**src/rtl/rsb_pkg.sv**
```systemverilog
package rsb_pkg;
  localparam int unsigned RSB_DEF_REGS = 32;
  localparam int unsigned RSB_DEF_SRCS = 2;
  localparam int unsigned RSB_DEF_WBS  = 2;

  // One slot of a flat register-number vector
  function automatic int unsigned slot_lsb(input int unsigned slot, input int unsigned w);
    return slot * w;
  endfunction
endpackage

```
**src/rtl/rsb_wb_decode.sv**
```systemverilog
module rsb_wb_decode #(
  parameter int unsigned NREGS = 32,
  parameter int unsigned NWB   = 2,
  parameter int unsigned IDX_W = 5
) (
  input  logic                 clk,
  input  logic                 rst,
  input  logic [NWB-1:0]       wb_valid,
  input  logic [NWB*IDX_W-1:0] wb_idx,
  output logic [NREGS-1:0]     clr_mask
);
  always_comb begin
    clr_mask = '0;
    for (int k = 0; k < NWB; k++) begin
      for (int r = 0; r < NREGS; r++) begin
        if (wb_valid[k] && wb_idx[rsb_pkg::slot_lsb(k, IDX_W) +: IDX_W] == IDX_W'(r))
          clr_mask[r] = 1'b1;
      end
    end
  end

  AST_CLR_BOUNDED: assert property (@(posedge clk) disable iff (rst)
    $countones(clr_mask) <= $countones(wb_valid));
endmodule

```
**src/rtl/rsb_busy_table.sv**
```systemverilog
module rsb_busy_table #(
  parameter int unsigned NREGS     = 32,
  parameter bit          ZERO_FREE = 1'b1
) (
  input  logic             clk,
  input  logic             rst,
  input  logic [NREGS-1:0] set_mask,
  input  logic [NREGS-1:0] clr_mask,
  output logic [NREGS-1:0] busy
);
  for (genvar r = 0; r < NREGS; r++) begin : g_tag
    if (ZERO_FREE && r == 0) begin : g_fixed
      logic unused_zero;
      assign unused_zero = set_mask[r] ^ clr_mask[r];
      assign busy[r] = 1'b0;
    end else begin : g_bit
      logic q;
      always_ff @(posedge clk) begin
        if (rst)              q <= 1'b0;
        else if (set_mask[r]) q <= 1'b1;
        else if (clr_mask[r]) q <= 1'b0;
      end
      assign busy[r] = q;

      AST_WB_CLEARS: assert property (@(posedge clk) disable iff (rst)
        clr_mask[r] && !set_mask[r] |=> !busy[r]);
      AST_SET_WINS: assert property (@(posedge clk) disable iff (rst)
        set_mask[r] && clr_mask[r] |=> busy[r]);
      AST_IDLE_HOLDS: assert property (@(posedge clk) disable iff (rst)
        !set_mask[r] && !clr_mask[r] |=> $stable(busy[r]));
    end
  end
endmodule

```
**src/rtl/rsb_hazard_check.sv**
```systemverilog
module rsb_hazard_check #(
  parameter int unsigned NREGS = 32,
  parameter int unsigned NSRC  = 2,
  parameter int unsigned IDX_W = 5
) (
  input  logic [NREGS-1:0]      busy,
  input  logic [NSRC*IDX_W-1:0] src_idx,
  input  logic [NSRC-1:0]       src_use,
  input  logic [IDX_W-1:0]      dst_idx,
  input  logic                  dst_use,
  output logic [NSRC-1:0]       src_hit,
  output logic                  dst_hit,
  output logic                  clear_to_go
);
  always_comb begin
    src_hit = '0;
    for (int s = 0; s < NSRC; s++) begin
      for (int r = 0; r < NREGS; r++) begin
        if (src_use[s] && busy[r] &&
            src_idx[rsb_pkg::slot_lsb(s, IDX_W) +: IDX_W] == IDX_W'(r))
          src_hit[s] = 1'b1;
      end
    end
  end

  always_comb begin
    dst_hit = 1'b0;
    for (int r = 0; r < NREGS; r++) begin
      if (dst_use && busy[r] && dst_idx == IDX_W'(r))
        dst_hit = 1'b1;
    end
  end

  assign clear_to_go = ~(|src_hit) & ~dst_hit;
endmodule

```
**src/rtl/reg_interlock.sv**
```systemverilog
module reg_interlock #(
  parameter int unsigned NREGS     = rsb_pkg::RSB_DEF_REGS,
  parameter int unsigned NSRC      = rsb_pkg::RSB_DEF_SRCS,
  parameter int unsigned NWB       = rsb_pkg::RSB_DEF_WBS,
  parameter bit          ZERO_FREE = 1'b1,
  localparam int unsigned IDX_W    = $clog2(NREGS)
) (
  input  logic                  clk,
  input  logic                  rst,
  input  logic                  dec_valid,
  output logic                  dec_ready,
  input  logic [NSRC*IDX_W-1:0] dec_src_idx,
  input  logic [NSRC-1:0]       dec_src_use,
  input  logic [IDX_W-1:0]      dec_dst_idx,
  input  logic                  dec_dst_use,
  input  logic [NWB-1:0]        wb_valid,
  input  logic [NWB*IDX_W-1:0]  wb_idx
);
  logic [NREGS-1:0] busy;
  logic [NREGS-1:0] set_mask;
  logic [NREGS-1:0] clr_mask;
  logic [NSRC-1:0]  src_hit;
  logic             dst_hit;
  logic             go;
  logic             fire;

  rsb_wb_decode #(.NREGS(NREGS), .NWB(NWB), .IDX_W(IDX_W)) u_wb (
    .clk(clk), .rst(rst), .wb_valid(wb_valid), .wb_idx(wb_idx), .clr_mask(clr_mask)
  );

  rsb_hazard_check #(.NREGS(NREGS), .NSRC(NSRC), .IDX_W(IDX_W)) u_hz (
    .busy(busy), .src_idx(dec_src_idx), .src_use(dec_src_use),
    .dst_idx(dec_dst_idx), .dst_use(dec_dst_use),
    .src_hit(src_hit), .dst_hit(dst_hit), .clear_to_go(go)
  );

  rsb_busy_table #(.NREGS(NREGS), .ZERO_FREE(ZERO_FREE)) u_tab (
    .clk(clk), .rst(rst), .set_mask(set_mask), .clr_mask(clr_mask), .busy(busy)
  );

  assign dec_ready = go;
  assign fire      = dec_valid & go & dec_dst_use;

  always_comb begin
    set_mask = '0;
    for (int r = 0; r < NREGS; r++) begin
      if (fire && dec_dst_idx == IDX_W'(r))
        set_mask[r] = 1'b1;
    end
    if (ZERO_FREE)
      set_mask[0] = 1'b0;
  end

  for (genvar s = 0; s < NSRC; s++) begin : g_src_chk
    AST_SRC_INTERLOCK: assert property (@(posedge clk) disable iff (rst)
      dec_src_use[s] && busy[dec_src_idx[s*IDX_W +: IDX_W]] |-> !dec_ready);
  end

  AST_DST_INTERLOCK: assert property (@(posedge clk) disable iff (rst)
    dec_dst_use && busy[dec_dst_idx] |-> !dec_ready);

  AST_ISSUE_SETS: assert property (@(posedge clk) disable iff (rst)
    dec_valid && dec_ready && dec_dst_use && !(ZERO_FREE && dec_dst_idx == '0)
    |=> busy[$past(dec_dst_idx)]);

  AST_ZERO_FREE: assert property (@(posedge clk) disable iff (rst)
    ZERO_FREE && dec_dst_use && dec_dst_idx == '0 && dec_src_use == '0 |-> dec_ready);

  AST_ONE_SET: assert property (@(posedge clk) disable iff (rst)
    $onehot0(set_mask));
endmodule

```
**config.mk**
```make
export PLATFORM = sky130hd
export DESIGN_NAME = reg_interlock
export DESIGN_NICKNAME = d
export VERILOG_FILES = /design/src/rtl/rsb_pkg.sv /design/src/rtl/rsb_wb_decode.sv /design/src/rtl/rsb_busy_table.sv /design/src/rtl/rsb_hazard_check.sv /design/src/rtl/reg_interlock.sv
export SDC_FILE = /design/constraint.sdc
export NUM_CORES = 1
export LEC_CHECK = 0
export ABC_AREA = 1
export BUFFER_PORTS_ARGS = -buffer_cell sky130_fd_sc_hd__buf_2
export CORE_MARGIN = 1
export CORE_UTILIZATION = 45
export CTS_CLUSTER_DIAMETER = 30
export DETAILED_ROUTE_END_ITERATION = 8
export PLACE_DENSITY = 0.63
export SYNTH_ARGS = -nofsm -noshare
export SYNTH_HDL_FRONTEND = slang
export SYNTH_SLANG_ARGS = --single-unit
```
**constraint.sdc**
```tcl
create_clock -name clk -period 2.1 [get_ports clk]
set_clock_uncertainty 0.1 [all_clocks]
set_input_delay 0.42 -clock clk [delete_from_list [all_inputs] [get_ports clk]]
set_output_delay 0.42 -clock clk [all_outputs]
set_load 0.01 [all_outputs]
```
==> results of run 1 <==
-- metrics by stage --
stage / TNS (ns) / hold slack (ns) / total power, mW / instances / setup slack [ns]
after floorplan: 0 / 0.381 / 0.785 / 636 / 0.0704
after global placement: -7.11 / 0.482 / 0.965 / 803 / -0.426
after detailed placement: -7.19 / 0.475 / 0.968 / 803 / -0.370
after CTS: -0.0854 / 0.471 / 1.47 / 819 / -0.0854
after global routing: -0.196 / 0.489 / 1.58 / 823 / -0.196
final: -0.0937 / 0.476 / 1.52 / 823 / -0.0937
-- cell type report --
type / count / area share (%)
clock buffer: 6 / 1.56
clock inverter: 2 / 0.269
inverter: 94 / 8.03
multi-input combinational: 488 / 54.4
sequential: 31 / 14.1
tap: 99 / 2.67
timing repair buffer: 103 / 19.0
-- worst min-delay path: cells and delay by family (launching register included) --
family	cells	cell delay [ns]
DFF	1	0.38
and+or+nand+nor	1	0.10
AOI/OAI and AO/OA	1	0.06
-- logic make-up (layout without fill, tap and decap cells) --
group           Yosys count  count (layout)  synth area share [%]
compound gates           51              51                  10.4
buf+inv                 117             205                  14.5
flops                    31              31                  18.5
simple gates            437             437                  56.6
-- what timing repair did --
action                     in CTS  in global routing
pin swaps                      31                 28
cloned                          1                  0
buffers inserted                9                  4
gates resized for setup       109                 64
setup endpoints to repair       1                 29
-- worst paths after layout --
| kind | from | endpoint | slack, ns | depth (start not counted) |
|---|---|---|---|---|
| worst max-delay path | dec_src_idx[3] | dec_ready | -0.09 | 12 |
| worst min-delay path | u_tab.g_tag[7].g_bit.q$_SDFFE_PP0P_ | u_tab.g_tag[7].g_bit.q$_SDFFE_PP0P_ | 0.48 | 2 |
| worst max register to register | u_tab.g_tag[9].g_bit.q$_SDFFE_PP0P_ | u_tab.g_tag[4].g_bit.q$_SDFFE_PP0P_ | 0.15 | 13 |
| worst min register to register | u_tab.g_tag[7].g_bit.q$_SDFFE_PP0P_ | u_tab.g_tag[7].g_bit.q$_SDFFE_PP0P_ | 0.48 | 2 |
-- power breakdown --
group | internal, mW | leakage [nW] | switching [mW]
clock network | 0.232 | 0.0412 | 0.243
registers | 0.586 | 0.261 | 0.00915
logic | 0.177 | 1.91 | 0.277
-- layer usage --
metal | up-vias | track usage, %
met3 | 58 | 5.22
met5 | - | 0
li1 | 2235 | -
met1 | 2189 | 48.9
met4 | 0 | 17.3
met2 | 218 | 64.0
-- layout by cell type (no fill, tap or decap), drive strengths merged --
cell,n
a21oi,31
a221o,16
buf,102
clkbuf,7
clkinv,3
clkinvlp,1
dfxtp,31
inv,92
nand2,171
nand3,70
nand3b,4
nand4,39
nor2,142
nor3,10
o311ai,4
or2,1
==> results.md, run 1 <==
* Cell with the most instances after synthesis: nand2_1
* Detailed-routing wirelength on met1 at between 5 and 6 mm
* Final Instance Area at 4640 µm²
* Register area share after synthesis at 18.5%
* Post-synth top area share at 18.7%
* H-tree levels at 2
* Vias per cell at approximately 5.7
* Worst slew pin tran at 0.569 ns
* Clock Tree Root: clkbuf_8
* # diodes at 0
* Final Hold Fails at 0
* TritonCTS buffer count at 5
* Mapped Cells at 636
* CP Class: input pin to output port
* FF+latch count, synth at 31
* Count of pins over their slew limit at 0
* Worst path required time at 1.58 ns
* Crit path cell chain: buf_2, nor2_1, nand3_1, nand2_1, inv_1, nand2_1, nor2_1, nand2_1, nand2_1, nand2_2, nor3_4, buf_2
* Top routing layer in use: met4
* Pwr dens at 328 nW/µm²
* Top Ports at 34
* Max Clk Rate at 456 MHz
* Final setup margin at -0.0937 ns
* VDD IR-drop max at 439 µV
* Starting Density at 46.5%
* Clock period minus worst slack at 2.19 ns
* Asr flop ratio synth at 0%
* Avg Inst Size Synth at roughly 5.3 µm²
* Most frequent cells after synthesis: 167 x nand2_1, 137 x nor2_1, 88 x inv_1, 68 x nand3_1, 39 x nand4_1
* Area of the multi-input gates at 2520 µm²
* CP max stage delay at 0.34 ns
* Final Cycle Share at 104%
* Crit path max-delay cell type: nor2_1
* Dpl cell area at 4010 µm²
* Largest registers: u_tab.g_tag.g_bit.q x31
* Yosys cell types at 24
* Slew margin rel. at 62.1%
* Net Count, Synth at around 670
* # clock sinks at 31
* Synth area leader: nand2_1
* Die span in y at approximately 90 µm
* Final HPWL DP at roughly 11 mm
* Hold Crit Class: flip-flop to flip-flop
* Fillcell total at 748
* Die area at 7800 µm²
* Antenna-violating nets left at 0
* GPL Wtd Cong at 0.972
* Synth Flop Type: dfxtp_1
* Via Count at 4700
* Cell family with the largest share of critical-path delay: simple AND/OR/NAND/NOR gates
* Synth area leaders: nand2_1 19%, dfxtp_1 19%, nor2_1 15%
* Die boundary width at 88.3 µm
* I/O Buffers at 33
* Buf/Inv on CP at 3
* Global-route wire length before repair at between 20 and 25 mm
* Synth Cell Area at 3350 µm²
* Final Util at 64.4%
* Gr usage total at 38.3%
* DRT iter0 DRCs at approximately 450
* Sequential cell area at ~660 µm²
* DRC at 0
* Worst skew pair latency at between 0.2 and 0.3 ns
* Layout cell share with drive strength beyond 1 at a little under a third
* RSZ-0062 raised after global routing: true
* Outcome: complete, but fails checks
* DR WL met3 at 1.15 mm
* Maxcap violations at 0
* Hold buffers post-CTS at 0
* Pin count of the biggest net entering global routing at 32
* Pre-antenna DRT Iters at 5
* Crit path top cell by count: nand2_1
* Leak at between 2 and 2.5 nW
* Nets@finish at 756
* Metal2 WL at 6.88 mm
* Worst setup SP type: input pin
* Synth Warn # at 0
* Clock Tree Buf Depth at 2
* Vias in the first global route at 4227
* Post-synth EDFFs at 0
* Failing checks: negative setup slack
* Worst-path clk slew at about 0.070 ns
* Reg with most FFs: u_tab.g_tag.g_bit.q
* Crit path max fanout at 4
* Antenna violations before repair at 0
* Grt ovf at 0
* Row count at 31
* Worst EP arrival at between 1.5 and 2 ns
* Std-Cell Core Area at 7210 µm²
* Endpoints failing setup at 1
* WL/cell at around 18 µm
* Final wirelength at between 10 and 15 mm
* CTS tree: built
* Crit end category: output port
* Number of flip-flops in the largest register at 31
* P&R area growth vs syn at 38.5%
No activity file was read; power rests on OpenSTA's default activity.
==> run 2: changes to the inputs <==
--- a/config.mk
+++ b/config.mk
@@ -6,7 +6,7 @@
 export NUM_CORES = 1
 export LEC_CHECK = 0
 export ABC_AREA = 1
-export BUFFER_PORTS_ARGS = -buffer_cell sky130_fd_sc_hd__buf_2
+export BUFFER_PORTS_ARGS = -buffer_cell sky130_fd_sc_hd__clkbuf_2
 export CORE_MARGIN = 1
 export CORE_UTILIZATION = 45
 export CTS_CLUSTER_DIAMETER = 30
==> results.md, run 2 (synthesized netlist as in run 1, its figures left out) <==
* TritonCTS buffer count at 5
* R2r startpoint: u_tab.g_tag[14].g_bit.q$_SDFFE_PP0P_
* # diodes at 0
* Pre-antenna DRT Iters at 6
* # clock sinks at 31
* Die span in y at 88.3 µm
* Clock period minus worst slack at ~2.3 ns
* Pwr dens at about 350 nW/µm²
* DRT iter0 DRCs at 503
* Pin count of the biggest net entering global routing at 32
* Commonest non-fill, non-tap cell in the layout: nand2_1
* Crit path max fanout at 15
* Endpoints failing setup at 32
* CTS tree: built
* Vias in the first global route at roughly 4000
* Final Hold Fails at 0
* Die area at 7800 µm²
* Gr usage total at 36.6%
* Worst-path clk slew at 0.07 ns
* Worst skew pair latency at 0.30 ns
* Grt ovf at 0
* P&R area growth vs syn at 31.8%
* Antenna-violating nets left at 0
* Global-route wire length before repair at 20.7 mm
* Nets@finish at between 700 and 800
* Hold wc startpoint: u_tab.g_tag[10].g_bit.q$_SDFFE_PP0P_
* CP Class: flip-flop to flip-flop
* Hold Crit Class: flip-flop to flip-flop
* DRC at 0
* Crit path max-delay cell type: dfxtp_1
* Crit end category: flip-flop
* Layout cell share with drive strength beyond 1 at 25.6%
* Largest registers: u_tab.g_tag.g_bit.q x31
* Buf/Inv on CP at 4
* Maxcap violations at 0
* Worst setup SP type: flip-flop
* Final Cycle Share at 108%
* Slew margin rel. at 55.5%
* Top Ports at 34
* H-tree levels at 2
* Hold buffers post-CTS at 0
* Leak at 2.17 nW
* RSZ-0062 raised after global routing: true
* Count of pins over their slew limit at 0
* Final setup margin at -0.163 ns
* Worst R2R Setup Slack at -0.16 ns
* Clock Tree Buf Depth at 2
* Worst Hold End: u_tab.g_tag[10].g_bit.q$_SDFFE_PP0P_
* Reg with most FFs: u_tab.g_tag.g_bit.q
* Worst slew pin tran at 0.660 ns
* Final wirelength at approximately 15 mm
* Clock Tree Root: clkbuf_8
* Hold depth at 2
* Vias per cell at 5.71
* Number of flip-flops in the largest register at 31
* VDD IR-drop max at 361 µV
* Std-Cell Core Area at 7210 µm²
* Post-placement setup slack at -0.296 ns
* Failing checks: negative setup slack
* Final Util at 61.3%
* Crit path cell chain: nand2_1, inv_1, nand3_1, nand2_1, nor2_1, nand2_1, nor2_2, nand2_2, buf_4, buf_4, nor2_4, buf_12, nand4_1, a21oi_2
* Setup_tns at -3.46 ns
* R2R cell count at 14
* Outcome: complete, but fails checks
* RR Endpoint: u_tab.g_tag[24].g_bit.q$_SDFFE_PP0P_
* Final HPWL DP at 10.8 mm
* Via Count at 4655
* Worst path required time at 2.21 ns
* Die boundary width at 88.3 µm
* WL/cell at around 18 µm
* Worst EP arrival at 2.38 ns
* CP max stage delay at about 0.40 ns
* Max Clk Rate at 442 MHz
* Antenna violations before repair at 0
* Crit path top cell by count: nand2_1
* Starting Density at roughly 46%
* Most frequent cells in the layout: 150 x nand2_1, 126 x nor2_1, 69 x inv_1, 66 x nand3_1, 53 x buf_4
* I/O Buffers at 33
* Row count at 31
* GPL Wtd Cong at 1.01
* Cell family with the largest share of critical-path delay: simple AND/OR/NAND/NOR gates
## run 2: per-stage QoR
stage	instance area [µm²]	hold WS, ns	power [mW]	std cells
2_1_floorplan	3350	0.381	0.785	636
3_3_place_gp	3940	0.477	0.956	796
3_5_place_dp	3940	0.482	0.958	796
4_1_cts	4160	0.495	1.49	807
5_1_grt	4420	0.482	1.60	815
6_report	4420	0.476	1.55	815
## run 2: tightest hold or removal path: cells and delay by family (launching register included)
family / cells / cell delay (ns)
AOI/OAI and AO/OA: 1 / 0.06
and+or+nand+nor: 1 / 0.10
DFF: 1 / 0.38
## run 2: cell type report
cell class | count | area [µm²]
Timing Repair Buffer | 95 | 790
Tap cell | 99 | 124
Inverter | 94 | 355
Sequential cell | 31 | 642
Fill cell | 791 | 2790
Clock buffer | 8 | 100
Multi-Input combinational cell | 488 | 2410
## run 2: power breakdown
group	total, mW	switching (mW)	internal [mW]
clock network	0.541	0.242	0.299
registers	0.599	0.00916	0.590
logic	0.415	0.260	0.155
total	1.55	0.511	1.04
## run 2: metal layers
metal	up-vias	routed length (µm)	part of all wire, %	global-route usage, %
met5	-	0	0	0
met4	0	772	5.2	19.4
met3	53	1540	10	5.78
met2	247	6640	45	58.5
li1	2228	-	-	-
met1	2127	5820	39	47.4
## run 2: worst max path at each step
stage,start,cells after the start,endpoint
floorplan,dec_dst_idx[4],9,dec_ready
global placement,dec_dst_idx[0],12,dec_ready
detailed placement,dec_dst_idx[0],12,dec_ready
CTS,u_tab.g_tag[17].g_bit.q$_SDFFE_PP0P_,9,dec_ready
global route,u_tab.g_tag[14].g_bit.q$_SDFFE_PP0P_,14,u_tab.g_tag[24].g_bit.q$_SDFFE_PP0P_
finish,u_tab.g_tag[14].g_bit.q$_SDFFE_PP0P_,14,u_tab.g_tag[24].g_bit.q$_SDFFE_PP0P_
## run 2: what timing repair did
action                     CTS  global route
cloned                       0             3
gates resized for setup     38            72
setup endpoints to repair    1            32
pin swaps                   13            28
setup buffers                3             5
